## config.mk

```make
export PLATFORM = sky130hd
export DESIGN_NAME = bcd7_display
export DESIGN_NICKNAME = d
export VERILOG_FILES = /design/src/rtl/bcd7_pkg.sv /design/src/rtl/bcd7_glyph.sv /design/src/rtl/bcd7_blank.sv /design/src/rtl/bcd7_cell.sv /design/src/rtl/bcd7_display.sv
export SDC_FILE = /design/constraint.sdc
export NUM_CORES = 1
export LEC_CHECK = 0
export BUFFER_PORTS_ARGS = -buffer_cell sky130_fd_sc_hd__buf_2
export CAP_MARGIN = 20
export CORE_MARGIN = 1
export CORE_UTILIZATION = 45
export DETAILED_ROUTE_END_ITERATION = 7
export PLACE_DENSITY = 0.8
export SETUP_SLACK_MARGIN = 0.4
export SLEW_MARGIN = 20
export SYNTH_ARGS = -nofsm -noshare
export SYNTH_HDL_FRONTEND = slang
export SYNTH_SLANG_ARGS = --single-unit
```

## constraint.sdc

```tcl
create_clock -name vclk -period 2.1
set_clock_uncertainty 0.05 [all_clocks]
set_input_delay 0.42 -clock vclk [all_inputs]
set_output_delay 0.42 -clock vclk [all_outputs]
set_load 0.02 [all_outputs]
```

## src/rtl/bcd7_pkg.sv

```systemverilog
`timescale 1ns/1ps
package bcd7_pkg;
  localparam int BCD_W = 4;
  localparam int SEG_W = 7;
  typedef logic [BCD_W-1:0] bcd_t;
  typedef logic [SEG_W-1:0] seg_t;
  localparam seg_t SEG_NONE = '0;
  localparam seg_t SEG_DASH = 7'h40;
endpackage

```

## src/rtl/bcd7_glyph.sv

```systemverilog
`timescale 1ns/1ps
module bcd7_glyph
  import bcd7_pkg::*;
(
  input  bcd_t value_i,
  output seg_t lit_o   // active high, bit0 = a .. bit6 = g
);
  always_comb begin
    unique case (value_i)
      4'd0:    lit_o = 7'h3F;
      4'd1:    lit_o = 7'h06;
      4'd2:    lit_o = 7'h5B;
      4'd3:    lit_o = 7'h4F;
      4'd4:    lit_o = 7'h66;
      4'd5:    lit_o = 7'h6D;
      4'd6:    lit_o = 7'h7D;
      4'd7:    lit_o = 7'h07;
      4'd8:    lit_o = 7'h7F;
      4'd9:    lit_o = 7'h6F;
      default: lit_o = SEG_DASH;
    endcase
  end
endmodule

```

## src/rtl/bcd7_blank.sv

```systemverilog
`timescale 1ns/1ps
module bcd7_blank
  import bcd7_pkg::*;
(
  input  bcd_t value_i,
  input  logic lamp_test_n,
  input  logic force_blank_n,
  input  logic rip_in_n,
  output logic dark_o,
  output logic rip_out_n
);
  logic is_zero;
  logic rip_kill;

  assign is_zero   = (value_i == '0);
  assign rip_kill  = is_zero & ~rip_in_n & lamp_test_n;
  assign dark_o    = ~force_blank_n | rip_kill;
  assign rip_out_n = force_blank_n & ~rip_kill;
endmodule

```

## src/rtl/bcd7_cell.sv

```systemverilog
`timescale 1ns/1ps
module bcd7_cell
  import bcd7_pkg::*;
(
  input  bcd_t value_i,
  input  logic lamp_test_n,
  input  logic force_blank_n,
  input  logic rip_in_n,
  output seg_t seg_n_o,
  output logic rip_out_n
);
  seg_t glyph;
  logic dark;

  bcd7_glyph u_glyph (
    .value_i (value_i),
    .lit_o   (glyph)
  );

  bcd7_blank u_blank (
    .value_i       (value_i),
    .lamp_test_n   (lamp_test_n),
    .force_blank_n (force_blank_n),
    .rip_in_n      (rip_in_n),
    .dark_o        (dark),
    .rip_out_n     (rip_out_n)
  );

  // priority: forced blank, then lamp test, then ripple blank, then glyph
  always_comb begin
    if (!force_blank_n)    seg_n_o = ~SEG_NONE;
    else if (!lamp_test_n) seg_n_o = SEG_NONE;
    else if (dark)         seg_n_o = ~SEG_NONE;
    else                   seg_n_o = ~glyph;
  end

  always_comb begin
    assert_force_dark_R5: assert final (force_blank_n || (seg_n_o == ~SEG_NONE && !rip_out_n))
      else $error("forced blank not dark");
    assert_lamp_full_R4: assert final (!force_blank_n || lamp_test_n || (seg_n_o == SEG_NONE && rip_out_n))
      else $error("lamp test not full");
    assert_ripple_dark_R6: assert final (!force_blank_n || rip_out_n ||
                                         (value_i == '0 && !rip_in_n && seg_n_o == ~SEG_NONE))
      else $error("ripple low without blank zero");
    assert_over_nine_R3: assert final (!force_blank_n || !lamp_test_n || value_i < 4'd10 ||
                                       seg_n_o == ~SEG_DASH)
      else $error("code above nine not dash");
  end
endmodule

```

## src/rtl/bcd7_display.sv

```systemverilog
`timescale 1ns/1ps
module bcd7_display
  import bcd7_pkg::*;
#(
  parameter int NUM_DIGITS = 4,
  parameter int TRAIL_MODE = 0
) (
  input  logic [NUM_DIGITS*BCD_W-1:0] digits_i,
  input  logic                        lamp_test_n,
  input  logic                        force_blank_n,
  input  logic                        ripple_in_n,
  output logic [NUM_DIGITS*SEG_W-1:0] seg_n_o,
  output logic                        ripple_out_n
);
  localparam int LAST = NUM_DIGITS - 1;

  logic chain [NUM_DIGITS+1];

  assign chain[0]     = ripple_in_n;
  assign ripple_out_n = chain[NUM_DIGITS];

  for (genvar k = 0; k < NUM_DIGITS; k++) begin : g_link
    // k is the chain position, P the digit it serves
    localparam int P = (TRAIL_MODE != 0) ? k : LAST - k;

    bcd7_cell u_cell (
      .value_i       (digits_i[P*BCD_W +: BCD_W]),
      .lamp_test_n   (lamp_test_n),
      .force_blank_n (force_blank_n),
      .rip_in_n      (chain[k]),
      .seg_n_o       (seg_n_o[P*SEG_W +: SEG_W]),
      .rip_out_n     (chain[k+1])
    );

    always_comb begin
      assert_chain_hold_R7: assert final (!force_blank_n || !chain[k] || chain[k+1])
        else $error("chain fell after release");
      assert_nonzero_pass_R6: assert final (!force_blank_n || digits_i[P*BCD_W +: BCD_W] == '0 ||
                                            chain[k+1])
        else $error("nonzero digit kept chain low");
    end
  end
endmodule

```

==> results of run 1 <==
==> per-stage QoR <==
| step | area [um2] | utilization [%] | power, W |
|---|---|---|---|
| floorplan | 1400 | - | 0.000260 |
| global placement | 1860 | 83.4 | 0.000395 |
| detailed placement | 1860 | 83.4 | 0.000407 |
| CTS | 2040 | 91.3 | 0.000455 |
| global route | 2120 | 95.1 | 0.000532 |
| finish | 2120 | 95.1 | 0.000514 |
==> cell usage after synthesis (2+ instances only) <==
cell,n
nand2b_1,6
and2_1,2
o31ai_1,3
o21ai_0,11
o21ai_1,9
o211ai_1,5
inv_2,2
inv_1,16
nor2_1,7
buf_2,2
o31a_1,2
nand2_1,11
nand3_1,2
o22ai_1,3
a21oi_1,15
clkbuf_1,8
nor2b_1,5
a21o_1,2
a31oi_1,4
ha_1,24
==> layout make-up <==
type	count	area (um2)	share of cell area, %
inverter	18	133	6.25
tap	28	35.0	1.65
multi-input combinational	130	1240	58.5
timing repair buffer	87	713	33.6
==> per-layer routing <==
layer | share of wire, % | global-route usage, % | wire, um
met4 | 8.6 | 0 | 511
met2 | 49 | 56.9 | 2900
met5 | 0 | 0 | 0
met3 | 9.3 | 0 | 551
met1 | 33 | 32.1 | 1950
==> kinds of logic (layout without fill, tap and decap cells) <==
group,count (synthesis),after routing,synth area share (%)
compound gates,60,60,35.5
fa+ha+maj,24,24,28.1
buf+inv,28,105,10.1
mux,1,1,1.05
simple gates,45,45,25.3
==> what timing repair did <==
action,CTS,global route
setup buffers,2,5
hold buffers,0,0
pin swaps,9,9
gates resized for setup,48,12
endpoints found under the setup margin,29,29
endpoints found under the hold margin,0,0
==> how the worst max path moves through the flow <==
stage                            from         end  slack, ns
final                     digits_i[4]  seg_n_o[4]      -0.44
after global routing      digits_i[4]  seg_n_o[4]      -0.45
after CTS                 digits_i[4]  seg_n_o[1]      -0.38
after detailed placement  digits_i[1]  seg_n_o[1]      -0.59
after global placement    digits_i[1]  seg_n_o[1]      -0.57
after floorplan           digits_i[1]  seg_n_o[1]      -0.26
==> power by group through the flow <==
stage	Clock (W)	Sequential (W)	Combinational [W]
final	0	0	0.000514
after global routing	0	0	0.000532
after CTS	0	0	0.000455
after detailed placement	0	0	0.000407
after global placement	0	0	0.000395
after floorplan	0	0	0.000260
==> worst max-delay path: stages <==
cell and delay [ns]:
buf_8 0.11, inv_6 0.05, ha_4 0.14, inv_2 0.04, or4b_4 0.51, or3_4 0.44, a31oi_4 0.21, buf_6 0.14
==> results.py, run 1 <==
metrics = {
    "status": {
        "status": "finished with violations",
        "violations": "setup timing",
    },
    "synthesis": {
        "yosys_warnings": 0,
        "syn_area_um2": 1070,
        "yosysTopAreaCellShare_pct": 28.1,
        "synth_fp_nets": 201,
        "yosysTopAreaCell": "ha_1",
        "syn_inst": 158,
        "synthTopCellsByArea": "ha_1 (28%), a21oi_1 (7.0%), inv_1 (5.6%)",
        "postSynthAreaPerCell_um2": 6.76,
        "ys_seq_area_share_pct": 0,
        "synth_cell_type_count": 39,
    },
    "placement": {
        "portBuffers": 48,
        "dp.cells": 256,
        "gp_congestion": 0.771,
        "pre_cts_ws_ns": -0.590,
        "dpl.hpwl_mm": 2.66,
    },
    "job": {
        "maxCapViolCount": 0,
    },
    "hold_path": {
        "min_to": "seg_n_o[13]",
        "hp-start": "digits_i[7]",
        "hold_path.class": "in -> out",
        "min_path_cells": 4,
    },
    "finish": {
        "instances_no_fill": 263,
        "seq_cells": 0,
        "clockBufferCount": 0,
        "syn2layout_area_growth_pct": 98.7,
        "fillers": 52,
        "nets": 280,
        "seqCellArea_um2": 0,
        "final_cell_mix": "buf_4 (40), buf_2 (24), ha_1 (20)",
        "diodes": 0,
        "drive_gt1_share_pct": 60.4,
        "mostFrequentLayoutCell": "buf_4",
    },
    "drt": {
        "num_vias": 1697,
        "post_drt_wl_per_cell_um": 22.5,
        "drt_pre_antenna_iters": 4,
        "drt_wl_total_mm": 5.91,
        "drc": 0,
        "final_antenna_net_count": 0,
        "via_per_inst": 6.45,
        "drtIter0Drc": 73,
    },
    "power_and_ir_drop": {
        "vdd_drop_max_mv": 0.190,
        "p_clk_share_pct": 0,
        "p_seq_share_pct": 0,
        "p_leak_nw": 0.954,
        "power_density_nw_per_um2": 242,
        "switchingPower_w": 0.000289,
        "p_int_w": 0.000225,
        "combPwrFrac_pct": 100.0,
        "swShare_pct": 56.2,
    },
    "sta": {
        "hold_slack_ns": 1.29,
        "hold_viol_final": 0,
        "fin_crit_sh_pct": 121,
        "period_minus_slack_ns": 2.54,
        "worst_pin_slew_ns": 1.05,
        "rsz0062_at_grt": "yes",
        "fmax_ghz": 0.394,
        "relSlewSlack_pct": 30.2,
        "setup_tns_ns": -6.71,
        "slew_viol_final": 0,
        "fin_ws_ns": -0.440,
        "setup_viol": 29,
    },
    "die": {
        "initial_core_util_pct": 47.8,
        "die_h_um": 50.7,
        "coreArea_um2": 2230,
        "rows": 17,
        "die_area_um2": 2570,
        "io_pins": 48,
        "die_w_um": 50.7,
    },
    "worst_setup_path": {
        "start_kind": "input pin",
        "cp-end-kind": "output pin",
        "critical_path_class": "in -> out",
        "crit_required_ns": 1.63,
        "cp_max_fo": 3,
        "critPathArrivalTime_ns": 2.07,
    },
    "global_routing": {
        "grt_max_degree": 16,
        "antenna_found_initial": 0,
        "grt.total_usage_pct": 27.3,
        "grt-ovfl-total": 0,
        "grt_pass1_vias": 1270,
        "grt_pass1_wl_mm": 5.62,
    },
}
No activity file was read; power rests on OpenSTA's default activity.
==> run 2: changes to the inputs <==
REMOVE_ABC_BUFFERS = 1   (was not set)
==> run 2 against run 1 <==
  * Highest routed layer unchanged
  * Routed wire length up 7.2%
  * Maximum frequency up 2.0%
  * Non-clock buffer count up 6
  * Utilization down 2.2 points
  * Clock-buffer cell count unchanged
  * The run still ends with setup timing left
  * Die area unchanged
  * Sequential share of layout area unchanged
  * Setup slack better by 0.049 ns
  * Global-route usage up 9.5 points
  * Critical path depth unchanged
  * First-iteration DRC count up 89%
==> results.py, run 2 (same netlist as run 1, synthesis figures left out) <==
metrics = {
    "finish": {
        "drive_gt1_share_pct": 57.7,
        "seqCellArea_um2": 0,
        "nets": 286,
        "syn2layout_area_growth_pct": 94.0,
        "fillers": 74,
        "clockBufferCount": 0,
        "mostFrequentLayoutCell": "buf_4",
        "design_area_um2": 2070,
        "seq_cells": 0,
        "final_cell_mix": "buf_4 (56), buf_6 (18), ha_1 (17)",
        "diodes": 0,
    },
    "worst_setup_path": {
        "cp-end-kind": "output pin",
        "path_buf_inv": 4,
        "start_kind": "input pin",
        "path_cells": "buf_8 > inv_6 > ha_4 > inv_2 > or4b_4 > or3_4 > o211ai_2 > buf_6",
        "slowest_delay_ns": 0.52,
        "cpMaxStageDelayCell": "or4b_4",
        "crit_family": "simple AND/OR/NAND/NOR gates",
        "critical_path_class": "in -> out",
        "cp_max_fo": 3,
        "crit_required_ns": 1.63,
        "critPathArrivalTime_ns": 2.02,
    },
    "sta": {
        "setup_tns_ns": -4.49,
        "period_minus_slack_ns": 2.49,
        "hold_viol_final": 0,
        "relSlewSlack_pct": 44.8,
        "fin_crit_sh_pct": 119,
        "fin_ws_ns": -0.391,
        "worst_pin_slew_ns": 0.827,
        "slew_viol_final": 0,
        "fmax_ghz": 0.401,
        "rsz0062_at_grt": "yes",
        "setup_viol": 24,
    },
    "global_routing": {
        "grt_pass1_vias": 1563,
        "antenna_found_initial": 0,
        "grt_pass1_wl_mm": 7.18,
        "grt.total_usage_pct": 36.8,
        "grt_max_degree": 16,
        "grt-ovfl-total": 0,
    },
    "placement": {
        "gp_congestion": 0.870,
        "pre_cts_ws_ns": -0.463,
        "dpl.hpwl_mm": 2.56,
        "postPlaceCellArea_um2": 1520,
        "portBuffers": 48,
    },
    "power_and_ir_drop": {
        "p_seq_share_pct": 0,
        "vdd_drop_max_mv": 0.172,
        "switchingPower_w": 0.000283,
        "power_density_nw_per_um2": 245,
        "swShare_pct": 55.6,
        "p_clk_share_pct": 0,
        "combPwrFrac_pct": 100.0,
        "p_leak_nw": 0.955,
        "p_int_w": 0.000226,
    },
    "hold_path": {
        "min_to": "seg_n_o[16]",
        "hp-start": "digits_i[11]",
        "min_path_cells": 4,
        "hold_path.class": "in -> out",
    },
    "drt": {
        "via_per_inst": 6.72,
        "final_antenna_net_count": 0,
        "post_drt_wl_per_cell_um": 23.5,
        "drc": 0,
        "drt_pre_antenna_iters": 6,
        "drtIter0Drc": 138,
        "num_vias": 1809,
        "drt_wl_total_mm": 6.33,
    },
    "die": {
        "die_w_um": 50.7,
        "rows": 17,
        "coreArea_um2": 2230,
        "die_h_um": 50.7,
        "initial_core_util_pct": 47.8,
        "io_pins": 48,
        "die_area_um2": 2570,
    },
    "status": {
        "violations": "setup timing",
        "status": "finished with violations",
    },
    "job": {
        "maxCapViolCount": 0,
    },
    "clock_tree": {
        "cts_hold_buf": 0,
    },
}
-- run 2: tightest hold or removal path, cell delays in order --
cell and delay (ns):
buf_2 0.18, nor3_2 0.07, o21ai_1 0.11, buf_4 0.14
-- run 2: worst max path at each step --
stage                start         end  slack (ns)  depth (start not counted)
6_report       digits_i[4]  seg_n_o[2]       -0.39                          8
2_1_floorplan  digits_i[0]  seg_n_o[4]       -0.31                          6
4_1_cts        digits_i[1]  seg_n_o[1]       -0.36                          8
5_1_grt        digits_i[4]  seg_n_o[2]       -0.39                          8
3_5_place_dp   digits_i[5]  seg_n_o[4]       -0.46                          8
3_3_place_gp   digits_i[0]  seg_n_o[4]       -0.44                          8
-- run 2: power by group through the flow --
stage | registers (W) | logic (W) | clock network (W)
2_1_floorplan | 0 | 0.000174 | 0
3_3_place_gp | 0 | 0.000315 | 0
3_5_place_dp | 0 | 0.000325 | 0
4_1_cts | 0 | 0.000402 | 0
5_1_grt | 0 | 0.000529 | 0
6_report | 0 | 0.000509 | 0
-- run 2: timing repair --
action,4_1_cts,5_1_grt
pin swaps,20,16
endpoints found under the setup margin,29,29
gates resized for setup,79,41
setup buffers,9,7
-- run 2: layout make-up --
type	instances	area [um2]	area share, %
Tap cell	28	35.0	1.69
Multi-Input combinational cell	130	1170	56.7
Timing Repair Buffer	93	768	37.1
Inverter	18	95.1	4.59
-- run 2: per-layer routing --
layer / GRT usage (%) / share of wire (%)
met5: 0 / 0
met4: 22.2 / 11
met3: 5.76 / 10
met2: 67.3 / 46
met1: 38.8 / 34
-- run 2: per-stage QoR --
| step | hold WS [ns] | power [W] | util, % | cells |
|---|---|---|---|---|
| after detailed placement | 1.24 | 0.000325 | 68.1 | 253 |
| after floorplan | 0.887 | 0.000174 | - | 148 |
| after global placement | 1.23 | 0.000315 | 68.1 | 253 |
| after CTS | 1.24 | 0.000402 | 83.4 | 262 |
| after global routing | 1.32 | 0.000529 | 92.8 | 269 |
| final | 1.29 | 0.000509 | 92.8 | 269 |
